[src/rtl/sgd_pkg.sv]
package sgd_pkg;
   localparam int DESC_WORDS  = 8;
   localparam int W_BUF_LO    = 0;
   localparam int W_BUF_HI    = 1;
   localparam int W_COUNT     = 4;
   localparam int W_LINK_LO   = 6;
   localparam int W_LINK_HI   = 7;
   localparam int LINK_ALIGN  = 5;
   localparam int LF_LAST     = 1;
   localparam int LF_IRQ      = 2;
   localparam int LF_TOHOST   = 3;
   localparam int CS_EN       = 0;
   localparam int CS_GO       = 1;
   localparam int CS_STOP     = 2;
   localparam int CS_IDLE     = 4;
   localparam int CS_IRQ      = 5;
   localparam int CS_SG       = 8;
   localparam logic [1:0] SEL_PTR_LO = 2'd0;
   localparam logic [1:0] SEL_PTR_HI = 2'd1;
   localparam logic [1:0] SEL_CSR    = 2'd2;
   localparam logic [1:0] SEL_BYTES  = 2'd3;

   typedef struct packed {
      logic [31:0] buf_lo;
      logic [31:0] buf_hi;
      logic [31:0] count;
      logic [31:0] link_lo;
      logic [31:0] link_hi;
   } sgd_desc_t;

   typedef enum logic [1:0] {
      WK_IDLE,
      WK_FETCH,
      WK_MOVE,
      WK_STEP
   } wk_state_t;
endpackage

[src/rtl/sgd_fetch.sv]
module sgd_fetch
   import sgd_pkg::*;
#(
   parameter int ADDR_W = 64
) (
   input  logic              clk,
   input  logic              rst_n,
   input  logic              go_i,
   input  logic [ADDR_W-1:0] base_i,
   output logic              mem_req_o,
   output logic [ADDR_W-1:0] mem_addr_o,
   input  logic              mem_ack_i,
   input  logic [31:0]       mem_rdata_i,
   output logic              busy_o,
   output logic              done_o,
   output sgd_desc_t         desc_o
);
   localparam int IDX_W = $clog2(DESC_WORDS);
   localparam logic [IDX_W-1:0] IDX_LAST = IDX_W'(DESC_WORDS - 1);

   logic [IDX_W-1:0]  idx_q;
   logic              busy_q;
   logic              done_q;
   logic [ADDR_W-1:0] base_q;
   sgd_desc_t         desc_q;
   logic              take;

   assign take       = busy_q && mem_ack_i;
   assign mem_req_o  = busy_q;
   assign mem_addr_o = base_q + ADDR_W'({idx_q, 2'b00});
   assign busy_o     = busy_q;
   assign done_o     = done_q;
   assign desc_o     = desc_q;

   always_ff @(posedge clk) begin
      if (!rst_n) begin
         busy_q <= 1'b0;
         done_q <= 1'b0;
         idx_q  <= '0;
         base_q <= '0;
      end else begin
         done_q <= take && (idx_q == IDX_LAST);
         if (go_i && !busy_q) begin
            busy_q <= 1'b1;
            idx_q  <= '0;
            base_q <= base_i;
         end else if (take) begin
            idx_q <= idx_q + 1'b1;
            if (idx_q == IDX_LAST) busy_q <= 1'b0;
         end
      end
   end

   always_ff @(posedge clk) begin
      if (!rst_n) begin
         desc_q <= '0;
      end else if (take) begin
         if (idx_q == IDX_W'(W_BUF_LO))  desc_q.buf_lo  <= mem_rdata_i;
         if (idx_q == IDX_W'(W_BUF_HI))  desc_q.buf_hi  <= mem_rdata_i;
         if (idx_q == IDX_W'(W_COUNT))   desc_q.count   <= mem_rdata_i;
         if (idx_q == IDX_W'(W_LINK_LO)) desc_q.link_lo <= mem_rdata_i;
         if (idx_q == IDX_W'(W_LINK_HI)) desc_q.link_hi <= mem_rdata_i;
      end
   end

   // a pending word read keeps its address until acknowledged
   p_req_hold_r2: assert property (@(posedge clk) disable iff (!rst_n)
      (mem_req_o && !mem_ack_i) |=> (mem_req_o && $stable(mem_addr_o)));

   // consecutive words of one descriptor are 4 bytes apart
   p_word_step_r2: assert property (@(posedge clk) disable iff (!rst_n)
      (take && idx_q != IDX_LAST) |=> (mem_req_o && mem_addr_o == $past(mem_addr_o) + ADDR_W'(4)));
endmodule

[src/rtl/sgd_walker.sv]
module sgd_walker
   import sgd_pkg::*;
#(
   parameter int ADDR_W = 64,
   parameter int CNT_W  = 32
) (
   input  logic              clk,
   input  logic              rst_n,
   input  logic              launch_i,
   input  logic [ADDR_W-1:0] head_i,
   input  logic              abort_i,
   output logic              busy_o,
   output logic              fetch_go_o,
   output logic [ADDR_W-1:0] fetch_base_o,
   input  logic              fetch_busy_i,
   input  logic              fetch_done_i,
   input  sgd_desc_t         desc_i,
   output logic              mv_valid_o,
   output logic [ADDR_W-1:0] mv_addr_o,
   output logic [31:0]       mv_len_o,
   output logic              mv_to_host_o,
   input  logic              mv_ack_i,
   output logic              irq_evt_o,
   output logic              credit_o,
   output logic [CNT_W-1:0]  credit_len_o
);
   wk_state_t         state_q;
   logic              abort_q;
   logic              cut_q;
   logic [ADDR_W-1:0] buf_addr;
   logic [ADDR_W-1:0] link_addr;
   logic [31:0]       link_lo_al;
   logic              last_link;
   logic              go_on;

   assign link_lo_al = {desc_i.link_lo[31:LINK_ALIGN], {LINK_ALIGN{1'b0}}};

   generate
      if (ADDR_W > 32) begin : g_wide
         assign buf_addr  = {desc_i.buf_hi[ADDR_W-33:0], desc_i.buf_lo};
         assign link_addr = {desc_i.link_hi[ADDR_W-33:0], link_lo_al};
      end else begin : g_narrow
         assign buf_addr  = desc_i.buf_lo[ADDR_W-1:0];
         assign link_addr = link_lo_al[ADDR_W-1:0];
      end
   endgenerate

   assign last_link    = desc_i.link_lo[LF_LAST];
   assign go_on        = (state_q == WK_STEP) && !last_link && !abort_q;
   assign busy_o       = (state_q != WK_IDLE);
   assign fetch_go_o   = ((state_q == WK_IDLE) && launch_i) || go_on;
   assign fetch_base_o = (state_q == WK_IDLE) ? head_i : link_addr;
   assign mv_valid_o   = (state_q == WK_MOVE);
   assign mv_addr_o    = buf_addr;
   assign mv_len_o     = desc_i.count;
   assign mv_to_host_o = desc_i.link_lo[LF_TOHOST];
   assign irq_evt_o    = (state_q == WK_STEP) && desc_i.link_lo[LF_IRQ] && !cut_q;
   assign credit_o     = (state_q == WK_MOVE) && mv_ack_i;
   assign credit_len_o = CNT_W'(desc_i.count);

   always_ff @(posedge clk) begin
      if (!rst_n) begin
         state_q <= WK_IDLE;
         abort_q <= 1'b0;
         cut_q   <= 1'b0;
      end else begin
         if (abort_i && busy_o) abort_q <= 1'b1;
         unique case (state_q)
            WK_IDLE: begin
               if (launch_i) begin
                  state_q <= WK_FETCH;
                  abort_q <= 1'b0;
               end
            end
            WK_FETCH: begin
               if (fetch_done_i) begin
                  cut_q <= abort_q || abort_i;
                  if (abort_q || abort_i || desc_i.count == '0) state_q <= WK_STEP;
                  else                                          state_q <= WK_MOVE;
               end
            end
            WK_MOVE: begin
               if (mv_ack_i) begin
                  cut_q   <= 1'b0;
                  state_q <= WK_STEP;
               end
            end
            WK_STEP: begin
               state_q <= go_on ? WK_FETCH : WK_IDLE;
            end
            default: state_q <= WK_IDLE;
         endcase
      end
   end

   // command held steady until the mover acknowledges it
   p_cmd_hold_r3: assert property (@(posedge clk) disable iff (!rst_n)
      (mv_valid_o && !mv_ack_i) |=> (mv_valid_o && $stable(mv_addr_o) && $stable(mv_len_o) && $stable(mv_to_host_o)));

   // no command is presented while a descriptor is being read
   p_no_overlap_r2: assert property (@(posedge clk) disable iff (!rst_n)
      fetch_busy_i |-> !mv_valid_o);

   // an end-of-chain descriptor returns the channel to idle
   p_last_stops_r5: assert property (@(posedge clk) disable iff (!rst_n)
      (state_q == WK_STEP && last_link) |=> !busy_o);

   // a pending abort ends the walk at the descriptor boundary
   p_abort_stops_r10: assert property (@(posedge clk) disable iff (!rst_n)
      (state_q == WK_STEP && abort_q) |=> (!busy_o && !mv_valid_o));

   // a launch always starts with a descriptor read
   p_launch_fetch_r1: assert property (@(posedge clk) disable iff (!rst_n)
      (state_q == WK_IDLE && launch_i) |=> fetch_busy_i);
endmodule

[src/rtl/sgd_regs.sv]
module sgd_regs
   import sgd_pkg::*;
#(
   parameter int ADDR_W = 64,
   parameter int CNT_W  = 32
) (
   input  logic              clk,
   input  logic              rst_n,
   input  logic              cfg_we,
   input  logic [1:0]        cfg_sel,
   input  logic [31:0]       cfg_wdata,
   output logic [31:0]       cfg_rdata,
   input  logic              busy_i,
   input  logic              credit_i,
   input  logic [CNT_W-1:0]  credit_len_i,
   input  logic              irq_evt_i,
   output logic              launch_o,
   output logic              abort_o,
   output logic [ADDR_W-1:0] head_o,
   output logic              irq_o
);
   logic [31:0]      ptr_lo_q;
   logic [31:0]      ptr_hi_q;
   logic             en_q;
   logic             sg_q;
   logic             irq_q;
   logic [CNT_W-1:0] bytes_q;
   logic             csr_wr;
   logic [31:0]      ptr_lo_al;

   assign csr_wr    = cfg_we && (cfg_sel == SEL_CSR);
   assign launch_o  = csr_wr && cfg_wdata[CS_EN] && cfg_wdata[CS_GO] && cfg_wdata[CS_SG] && !busy_i;
   assign abort_o   = csr_wr && cfg_wdata[CS_STOP] && busy_i;
   assign irq_o     = irq_q;
   assign ptr_lo_al = {ptr_lo_q[31:LINK_ALIGN], {LINK_ALIGN{1'b0}}};

   generate
      if (ADDR_W > 32) begin : g_head_wide
         assign head_o = {ptr_hi_q[ADDR_W-33:0], ptr_lo_al};
      end else begin : g_head_narrow
         assign head_o = ptr_lo_al[ADDR_W-1:0];
      end
   endgenerate

   always_ff @(posedge clk) begin
      if (!rst_n) begin
         ptr_lo_q <= '0;
         ptr_hi_q <= '0;
         en_q     <= 1'b0;
         sg_q     <= 1'b0;
         irq_q    <= 1'b0;
         bytes_q  <= '0;
      end else begin
         if (cfg_we && cfg_sel == SEL_PTR_LO) ptr_lo_q <= cfg_wdata;
         if (cfg_we && cfg_sel == SEL_PTR_HI) ptr_hi_q <= cfg_wdata;
         if (csr_wr) begin
            en_q <= cfg_wdata[CS_EN];
            sg_q <= cfg_wdata[CS_SG];
         end
         if (irq_evt_i)                       irq_q <= 1'b1;
         else if (csr_wr && cfg_wdata[CS_IRQ]) irq_q <= 1'b0;
         if (launch_o)      bytes_q <= '0;
         else if (credit_i) bytes_q <= bytes_q + credit_len_i;
      end
   end

   always_comb begin
      cfg_rdata = '0;
      unique case (cfg_sel)
         SEL_PTR_LO: cfg_rdata = ptr_lo_q;
         SEL_PTR_HI: cfg_rdata = ptr_hi_q;
         SEL_CSR: begin
            cfg_rdata[CS_EN]   = en_q;
            cfg_rdata[CS_IDLE] = !busy_i;
            cfg_rdata[CS_IRQ]  = irq_q;
            cfg_rdata[CS_SG]   = sg_q;
         end
         SEL_BYTES:  cfg_rdata = 32'(bytes_q);
         default:    cfg_rdata = '0;
      endcase
   end

   // a launch leaves the byte total at zero
   p_bytes_clear_r7: assert property (@(posedge clk) disable iff (!rst_n)
      launch_o |=> (bytes_q == '0));

   // the interrupt bit only rises after a completion event
   p_irq_source_r8: assert property (@(posedge clk) disable iff (!rst_n)
      $rose(irq_q) |-> $past(irq_evt_i));
endmodule

[src/rtl/sgdma_walker.sv]
module sgdma_walker
   import sgd_pkg::*;
#(
   parameter int ADDR_W = 64,
   parameter int CNT_W  = 32
) (
   input  logic              clk,
   input  logic              rst_n,
   input  logic              cfg_we,
   input  logic [1:0]        cfg_sel,
   input  logic [31:0]       cfg_wdata,
   output logic [31:0]       cfg_rdata,
   output logic              mem_req,
   output logic [ADDR_W-1:0] mem_addr,
   input  logic              mem_ack,
   input  logic [31:0]       mem_rdata,
   output logic              mv_valid,
   output logic [ADDR_W-1:0] mv_addr,
   output logic [31:0]       mv_len,
   output logic              mv_to_host,
   input  logic              mv_ack,
   output logic              irq
);
   generate
      if (ADDR_W < 32 || ADDR_W > 64) begin : g_bad_addr_w
         $error("sgdma_walker: ADDR_W must lie in 32..64");
      end
      if (CNT_W < 16 || CNT_W > 32) begin : g_bad_cnt_w
         $error("sgdma_walker: CNT_W must lie in 16..32");
      end
   endgenerate

   logic              launch;
   logic              abort;
   logic [ADDR_W-1:0] head;
   logic              busy;
   logic              f_go;
   logic [ADDR_W-1:0] f_base;
   logic              f_busy;
   logic              f_done;
   sgd_desc_t         desc;
   logic              irq_evt;
   logic              credit;
   logic [CNT_W-1:0]  credit_len;

   sgd_regs #(.ADDR_W(ADDR_W), .CNT_W(CNT_W)) u_regs (
      .clk          (clk),
      .rst_n        (rst_n),
      .cfg_we       (cfg_we),
      .cfg_sel      (cfg_sel),
      .cfg_wdata    (cfg_wdata),
      .cfg_rdata    (cfg_rdata),
      .busy_i       (busy),
      .credit_i     (credit),
      .credit_len_i (credit_len),
      .irq_evt_i    (irq_evt),
      .launch_o     (launch),
      .abort_o      (abort),
      .head_o       (head),
      .irq_o        (irq)
   );

   sgd_fetch #(.ADDR_W(ADDR_W)) u_fetch (
      .clk         (clk),
      .rst_n       (rst_n),
      .go_i        (f_go),
      .base_i      (f_base),
      .mem_req_o   (mem_req),
      .mem_addr_o  (mem_addr),
      .mem_ack_i   (mem_ack),
      .mem_rdata_i (mem_rdata),
      .busy_o      (f_busy),
      .done_o      (f_done),
      .desc_o      (desc)
   );

   sgd_walker #(.ADDR_W(ADDR_W), .CNT_W(CNT_W)) u_walker (
      .clk          (clk),
      .rst_n        (rst_n),
      .launch_i     (launch),
      .head_i       (head),
      .abort_i      (abort),
      .busy_o       (busy),
      .fetch_go_o   (f_go),
      .fetch_base_o (f_base),
      .fetch_busy_i (f_busy),
      .fetch_done_i (f_done),
      .desc_i       (desc),
      .mv_valid_o   (mv_valid),
      .mv_addr_o    (mv_addr),
      .mv_len_o     (mv_len),
      .mv_to_host_o (mv_to_host),
      .mv_ack_i     (mv_ack),
      .irq_evt_o    (irq_evt),
      .credit_o     (credit),
      .credit_len_o (credit_len)
   );
endmodule

[config.mk]
export PLATFORM = sky130hd
export DESIGN_NAME = sgdma_walker
export DESIGN_NICKNAME = d
export VERILOG_FILES = /design/src/rtl/sgd_pkg.sv /design/src/rtl/sgd_fetch.sv /design/src/rtl/sgd_walker.sv /design/src/rtl/sgd_regs.sv /design/src/rtl/sgdma_walker.sv
export SDC_FILE = /design/constraint.sdc
export NUM_CORES = 1
export LEC_CHECK = 0
export BUFFER_PORTS_ARGS = -buffer_cell sky130_fd_sc_hd__buf_2
export CAP_MARGIN = 10
export CORE_MARGIN = 2
export CORE_UTILIZATION = 35
export DETAILED_ROUTE_END_ITERATION = 16
export GPL_TIMING_DRIVEN = 0
export PLACE_DENSITY_LB_ADDON = 0.05
export SKIP_CTS_REPAIR_TIMING = 1
export SYNTH_ARGS = -nofsm -noshare
export SYNTH_HDL_FRONTEND = slang
export SYNTH_SLANG_ARGS = --single-unit
[constraint.sdc]
create_clock -name clk -period 3 [get_ports clk]
set_input_delay 0.3 -clock clk [delete_from_list [all_inputs] [get_ports clk]]
set_output_delay 0.3 -clock clk [all_outputs]
set_load 0.1 [all_outputs]
[Word-level counts from Yosys, hierarchy flattened]
Cells that the tools add are included.
Operators by class
  add/subtract/negate cells: 3
  multipliers: 0
  div/mod/pow operators: 0
  magnitude comparators: 0
  equality and inequality tests: 13
  shift operators: 0
  mux-type cells: 24
  bitwise logic cells: 1
  reduce and logical (&&, ||, !) cells: 47
Operators with widths (count)
  23-bit case mux with 3 select lines: 1
  64-bit by 5-bit adder with 64-bit output: 1
  64-bit 2-to-1 mux: 1
  32-bit adder: 1
  32-bit logical NOT: 1
  1-bit logical AND: 20
  2-bit case mux with 4 select lines: 2
  1-bit 2-to-1 mux: 12
  2-bit AND reduction: 6
  2-bit nonzero test: 5
  3-bit equality test (second input constant): 3
  3-bit case mux with 3 select lines: 1
  2-bit equality test (second input constant): 4
  1-bit case mux with 4 select lines: 2
  2-bit 2-to-1 mux: 3
  2-bit case mux with 3 select lines: 1
  3-bit AND reduction: 2
  1-bit logical NOT: 5
  2-bit by 1-bit equality test with 1-bit output (second input constant): 2
  2-bit logical NOT: 2
  2-bit by 1-bit inequality test with 1-bit output (second input constant): 2
  2-bit OR reduction: 2
  3-bit by 1-bit adder with 3-bit output (second input constant): 1
  3-bit by 1-bit equality test with 1-bit output (second input constant): 1
  5 further kinds: 7
Word-level totals
  flip-flop bits (word level): 332
  bits in latches: 0
  bits in writable memories: 0
  memory bits (read-only): 0
  input port bits: 71
  output and inout port bits: 196
  memories kept: 0

[Depth between registers and ports, before layout]
Gate-level depths: netlist of run 1.
  word-level depth: 11
  mapped depth: 11
  depth with buffers taken out: 11

[By module]
A second synthesis of run 1 with hierarchy kept.
Unflattened totals
  cells, all modules: 2208
  area total of the unflattened synthesis: 18154.9 um^2
Modules (own cells, without submodules)
  sgd_fetch: times used 1, cells an instance 1157, area each 9659.3 um^2, sequential area each 4584.4 um^2
  sgd_regs: times used 1, cells an instance 804, area each 6317.3 um^2, sequential area each 1981.9 um^2
  sgd_walker: times used 1, cells an instance 247, area each 2178.3 um^2, sequential area each 80.1 um^2

[Worst setup path before layout of run 1]
No wires, ideal clock.
  path type: input to output
  start: input port cfg_sel[0]
  end: output port cfg_rdata[18]
  data arrival time: 3.305 ns
  required time: 2.700 ns
  path slack: -0.605 ns
  stages: 4
  buffers on the path: 2
  path through: clkbuf_1 > buf_1 > mux2i_1 > o21ai_0
Between the ends
  cells in the longest elaborated chain, start to end: 2
Ends and longest elaborated chain
  start: declaration: RTL line sgdma_walker.sv:10  | input logic [1:0] cfg_sel,
  2-bit equality test (tied with other cells): RTL line sgd_regs.sv:69  | unique case (cfg_sel)
  23-bit case mux with 3 select lines *: RTL line sgd_regs.sv:69
  end: declaration: RTL line sgdma_walker.sv:12  | output logic [31:0] cfg_rdata,
Every way passes the cells marked *; elsewhere a longest branch is shown, timed or not.

[Worst setup path after layout of run 1]
  start: input port cfg_sel[0]
  end: output port cfg_rdata[13]
Same word-level chain as after synthesis.

==> results of run 1 <==
[power breakdown]
group	leakage, µW	total, µW	switching [µW]	internal [µW]
logic	0.00568	1320	919	398
clock network	0.000617	4760	1890	2870
registers	0.00262	4430	54.9	4380
total	0.00892	10500	2860	7650
[area by class of cell]
type | instances | area share [%]
multi-input cells | 1320 | 41.6
flip-flops and latches | 325 | 34.2
clock buffers | 58 | 5.98
inverters | 15 | 0.296
plain buffers | 226 | 6.48
well taps | 592 | 3.89
diodes | 1 | 0.0131
repair buffers | 265 | 6.98
clock inverters | 8 | 0.604
[registers in the layout, indices dropped and copies added, names as in the netlist]
| name | count |
|---|---|
| u_fetch.base_q | 59 |
| u_fetch.busy_o | 1 |
| u_fetch.desc_o | 158 |
| u_fetch.done_o | 1 |
| u_fetch.idx_q | 3 |
| u_regs.bytes_q | 32 |
| u_regs.en_q | 1 |
| u_regs.irq_o | 1 |
| u_regs.ptr_hi_q | 32 |
| u_regs.ptr_lo_q | 32 |
| u_regs.sg_q | 1 |
| u_walker.abort_q | 1 |
| u_walker.cut_q | 1 |
| u_walker.state_q | 2 |
[worst max-delay path: cells and delay by family]
| kind | cells | cell delay [ns] |
|---|---|---|
| AO/OA/AOI/OAI | 1 | 0.27 |
| buffers and inverters | 4 | 1.67 |
| multiplexers | 1 | 0.38 |
[worst max path at each step]
stage	start	end	slack (ns)	cells after the start
2_1_floorplan	cfg_sel[1]	cfg_rdata[3]	-0.17	3
3_3_place_gp	u_walker.state_q[0]	u_fetch.base_q[42]	-0.32	10
3_5_place_dp	u_walker.state_q[1]	u_fetch.base_q[22]	-0.33	10
4_1_cts	u_walker.state_q[0]	cfg_rdata[4]	-0.58	6
5_1_grt	u_fetch.desc_o[64]	u_regs.bytes_q[30]	-0.02	11
6_report	cfg_sel[0]	cfg_rdata[13]	0.07	6
[cell usage in the layout, fill, tap and decap left out, types with 5 or more instances in the layout]
master / n
a211oi_1: 8
a21boi_0: 225
a21o_1: 18
a21oi_1: 57
and2_1: 10
and3_1: 9
buf_2: 274
buf_4: 99
clkbuf_1: 123
clkbuf_16: 41
clkbuf_2: 5
clkbuf_8: 5
clkinv_2: 5
dfxtp_1: 323
ha_1: 39
inv_1: 14
mux2i_1: 90
nand2_1: 594
nand2b_1: 5
nand3_1: 19
nand4_1: 8
nor2_1: 28
nor2b_1: 8
nor4_1: 8
o211a_1: 59
o21ai_0: 11
o21ai_1: 33
xnor2_1: 14
xor2_1: 10
[routing by layer]
metal | GRT usage (%) | up-vias
li1 | - | 6877
met1 | 35.3 | 6682
met2 | 39.0 | 428
met3 | 4.58 | 75
met4 | 8.41 | 4
met5 | 0 | -
[through the flow]
step	hold WS (ns)	util (%)	setup slack (ns)	instances	total power [µW]
after CTS	-0.00359	43.0	-0.579	2810	10600
after detailed placement	0.457	40.1	-0.326	2744	5840
after floorplan	0.441	-	-0.173	1888	5390
after global routing	0.0132	43.1	-0.0239	2809	10800
after global placement	0.450	40.1	-0.319	2744	5830
final	0.0155	43.1	0.0702	2810	10500
[cells by family (layout without fill, tap and decap cells)]
| family | after synthesis | count (layout) | synth area share, % |
|---|---|---|---|
| AND/OR/NAND/NOR | 712 | 712 | 18.4 |
| buffers and inverters | 243 | 572 | 8.24 |
| other | 1 | 3 | 0.0239 |
| flip-flops | 325 | 325 | 41.5 |
| adder cells (fa/ha/maj) | 41 | 41 | 3.32 |
| AO/OA/AOI/OAI | 447 | 447 | 20.9 |
| XOR/XNOR | 24 | 24 | 1.34 |
| multiplexers | 94 | 94 | 6.32 |
[synthesized netlist by cell type (5+ instances only)]
cell      count
buf_2        10
xnor2_1      14
nand4_1       8
o21ai_1       7
a21oi_1      59
nand2_1     594
ha_1         40
mux2i_1      90
a21o_1       18
o211a_1      59
o21ai_0      37
clkbuf_1    115
nor4_1        8
a21boi_0    225
buf_4        98
inv_1        14
nor2b_1       8
a211oi_1      8
and2_1       11
xor2_1       10
buf_1         5
nand2b_1      5
nor2_1       29
nand3_1      19
dfxtp_1     325
and3_1        9
==> metrics.cfg, run 1 <==
[routing]
drtIter0Drc=925
drc=0
totalWireLength_um=59800
dr_wl_met3_um=3760
wire_per_inst_um=21.3
vias_per_cell=5.01
met2_length_um=26200
ant_nets=0
top_layer_used=met5
drt_pass1_iterations=5
num_vias=14100
drt-met1-wl_um=28100

[worst_hold_path]
holdPathStages=3
min_from=cfg_wdata[27]
hold_end=u_regs.ptr_lo_q[27]
hp-class=in2reg

[synth]
netlist-cell-type-count=62
yosysWarnings=0
syn_area_um2=15700
ys_seq_elements=325
synth_top_area_cell=dfxtp_1
yosys_most_used_dff=dfxtp_1
syn_inst=1887
yosys.area.top_type_share_pct=41.5
yosysSeqAreaShare_pct=41.5
synthArstFlopShare_pct=0
avgSynthCellArea_um2=8.31
synth_edf_count=0
yosys-top-cells-area=dfxtp_1, nand2_1, a21boi_0

[worst_setup_path]
r2r-start=u_fetch.desc_o[64]
slowest_delay_ns=0.67
critPathKind=in2out
crit_arrival_ns=2.63
start_kind=input port
slowest_stage=clkbuf_1
r2r_setup_slack_ns=0.16
required_ns=2.70
rr_endpoint=u_regs.bytes_q[28]
worst-path-max-fanout=10
crit_chain=buf_2 > clkbuf_1 > clkbuf_1 > mux2i_1 > o21ai_1 > buf_2
reg2reg_depth=11
cp-end-kind=output port

[finish]
fin_nets=2304
fillers=4624
areaGrowthSynthToFinish_pct=21.4
drive_gt1_share_pct=20.4
regArea_um2=6510
final_area_um2=19000
multiInputGateArea_um2=7920

[global_routing]
grt_usage_pct=25.2
grt_max_degree=13
grt_pass1_wl_um=87200
grt_pass1_vias=13500
gr-total-overflow=0
antenna_found_initial=2

[sta]
max_slew_margin_pct=39.2
fin_crit_sh_pct=97.7
maxSlewViolCount=0
tns_ns=0
setup_viol=0
rsz0062_at_grt=true
fmax_ghz=0.341
fin_crit_ns=2.93
fin_worst_skew_ns=0.0114
hold_violations=0
worst_pin_slew_ns=0.913

[placement]
placed_area_um2=17800
gp_congestion=0.882
io_buffers=264
hpwl_um=45600

[clocking]
cts.sinks=325
cts_tree=done
path_clk_slew_ns=0.06
htree_levels=2
numCtsBuffers=39
cts_root_buffer=clkbuf_16
cts_buffer_depth=3
worstSkewPairLatency_ns=0.55

[pwr]
power.density_nw_per_um2=552
p_leak_uw=0.00892
ir_drop_v=0.000365

[floorplanning]
rows=77
io_pins=267
dieArea_um2=46500
start_util_pct=35.5
die_y_um=216
die-width_um=216
core_area_um2=44200

[run_status]
outcome=finished clean

[run]
drv_cap=0

Power figures use the tool's default switching activity.
==> inputs of run 2 (changes only) <==
--- a/config.mk
+++ b/config.mk
@@ -9,6 +9,7 @@
 export CAP_MARGIN = 10
 export CORE_MARGIN = 2
 export CORE_UTILIZATION = 35
+export CTS_BUF_LIST = sky130_fd_sc_hd__clkbuf_4
 export DETAILED_ROUTE_END_ITERATION = 16
 export GPL_TIMING_DRIVEN = 0
 export PLACE_DENSITY_LB_ADDON = 0.05
==> constraint.sdc (replaced) <==
create_clock -name clk -period 3.7 [get_ports clk]
set_input_delay 0.37 -clock clk [delete_from_list [all_inputs] [get_ports clk]]
set_output_delay 0.37 -clock clk [all_outputs]
set_load 0.1 [all_outputs]
==> run 2 against run 1 <==
Compared with the run above: combinational power decreased by 15%; routed wire length increased by 2.2%; global-route usage rose by 0.34 points; register-to-register slack improved by 0.09 ns; clock power decreased by 29%.
==> metrics.cfg, run 2 (same netlist as run 1, synthesis figures left out) <==
[run_status]
outcome=finished clean

[floorplanning]
die_y_um=216
die-width_um=216
dieArea_um2=46500
core_area_um2=44200
rows=77
io_pins=267
start_util_pct=35.5

[placement]
io_buffers=264
placed_area_um2=17800
hpwl_um=45800
gp_congestion=0.873

[sta]
maxSlewViolCount=0
fin_crit_ns=3.59
setup_viol=0
fin_worst_skew_ns=0.0256
fin_crit_sh_pct=97.0
worst_pin_slew_ns=0.959
tns_ns=0
max_slew_margin_pct=36.1
rsz0062_at_grt=false
hold_violations=0
timing.hold.ws_ns=0.0592
fmax_ghz=0.278

[worst_setup_path]
rr_endpoint=u_fetch.base_q[42]
slowest_stage=clkbuf_1
required_ns=3.33
critPathBufInv=4
start_kind=flop
worst-path-max-fanout=10
reg2reg_depth=10
slowest_delay_ns=0.51
cp-end-kind=output port
critPathKind=reg2out
cpLargestDelayFamily=buffers and inverters
crit_arrival_ns=3.22
crit_chain=inv_1 > ha_1 > clkbuf_1 > clkbuf_2 > mux4_2 > buf_2
r2r_setup_slack_ns=0.25
r2r-start=u_walker.state_q[0]

[pwr]
power.share.switching_pct=29.8
ir_drop_v=0.000176
p_clk_share_pct=41.9
p_leak_uw=0.00924
combPwrFrac_pct=13.8
switchingPower_uw=2420
power.internal_uw=5690
power.density_nw_per_um2=414
seq_power_share_pct=44.4

[clocking]
cts.sinks=325
cts_tree=done
path_clk_slew_ns=0.06
numCtsBuffers=95
cts_buffer_depth=3
cts_root_buffer=clkbuf_4
htree_levels=3
worstSkewPairLatency_ns=0.84

[worst_hold_path]
hp-class=in2reg
min_from=cfg_we
holdPathStages=4
hold_end=u_regs.ptr_lo_q[8]

[routing]
num_vias=14700
vias_per_cell=4.94
ant_nets=0
totalWireLength_um=61100
drc=0
drt_pass1_iterations=7
drtIter0Drc=975
wire_per_inst_um=20.6

[global_routing]
antenna_found_initial=4
grt_pass1_vias=13800
grt_usage_pct=25.6
grt_pass1_wl_um=88300
gr-total-overflow=0
grt_max_degree=14

[finish]
mostFrequentLayoutCells=nand2_1, dfxtp_1, buf_2, a21boi_0, clkbuf_4
fin_nets=2426
largest_reg_flops=158
areaGrowthSynthToFinish_pct=24.7
utilization_pct=44.2
fillers=4572
final_area_um2=19600
drive_gt1_share_pct=22.4
final_common_cell=nand2_1

[run]
drv_cap=0

## run 2: cell types whose count changed in the layout (fill, tap and decap cells not counted), sizes merged
cell,change
clkbuf,+82
dlygate4sd3,+65
clkinv,+6
inv,+5
diode,+3
bufinv,-2
buf,+1
## run 2: per-stage QoR
stage	total power (µW)	setup WS, ns	cells
floorplan	4370	0.0136	1888
global placement	4720	0.290	2744
detailed placement	4730	0.337	2744
CTS	8140	-0.240	2901
global route	8450	0.00549	2969
finish	8100	0.109	2970
## run 2: layer usage
metal  global-route usage [%]  vias up  wire length [µm]
li1                         -     7176                 -
met1                     34.4     6932             28300
met2                     38.9      469             26600
met3                     6.33       81              4060
met4                     10.9        2              2090
met5                        0        -                 7
## run 2: area by class of cell
cell class	count	area, µm²	share of cell area, %
diodes	4	10.0	0.0512
plain buffers	228	1240	6.33
clock buffers	140	1050	5.37
clock inverters	17	95.1	0.486
inverters	15	56.3	0.288
multi-input cells	1320	7890	40.3
flip-flops and latches	325	6510	33.3
well taps	592	741	3.79
repair buffers	329	1970	10.1
## run 2: worst max-delay path by stage
| stage | slack (ns) | from | cells after the start | end |
|---|---|---|---|---|
| 6_report | 0.11 | u_walker.state_q[0] | 6 | cfg_rdata[4] |
| 5_1_grt | 0.005 | u_walker.state_q[0] | 6 | cfg_rdata[4] |
| 4_1_cts | -0.24 | u_walker.state_q[1] | 6 | cfg_rdata[4] |
| 3_5_place_dp | 0.34 | cfg_sel[0] | 10 | u_fetch.base_q[42] |
| 3_3_place_gp | 0.29 | cfg_sel[0] | 10 | u_fetch.base_q[42] |
| 2_1_floorplan | 0.01 | cfg_sel[0] | 4 | cfg_rdata[1] |
## run 2: worst min-delay path, delay by kind of cell
family	cells	cell delay, ns
AND/OR/NAND/NOR	2	0.26
buffers and inverters	1	0.14
AO/OA/AOI/OAI	1	0.06
## run 2: power groups by stage
stage	registers [µW]	clock network, µW	logic, µW
4_1_cts	3590	3480	1060
3_5_place_dp	3670	0	1060
5_1_grt	3600	3690	1170
3_3_place_gp	3670	0	1060
6_report	3590	3390	1120
2_1_floorplan	3750	0	627
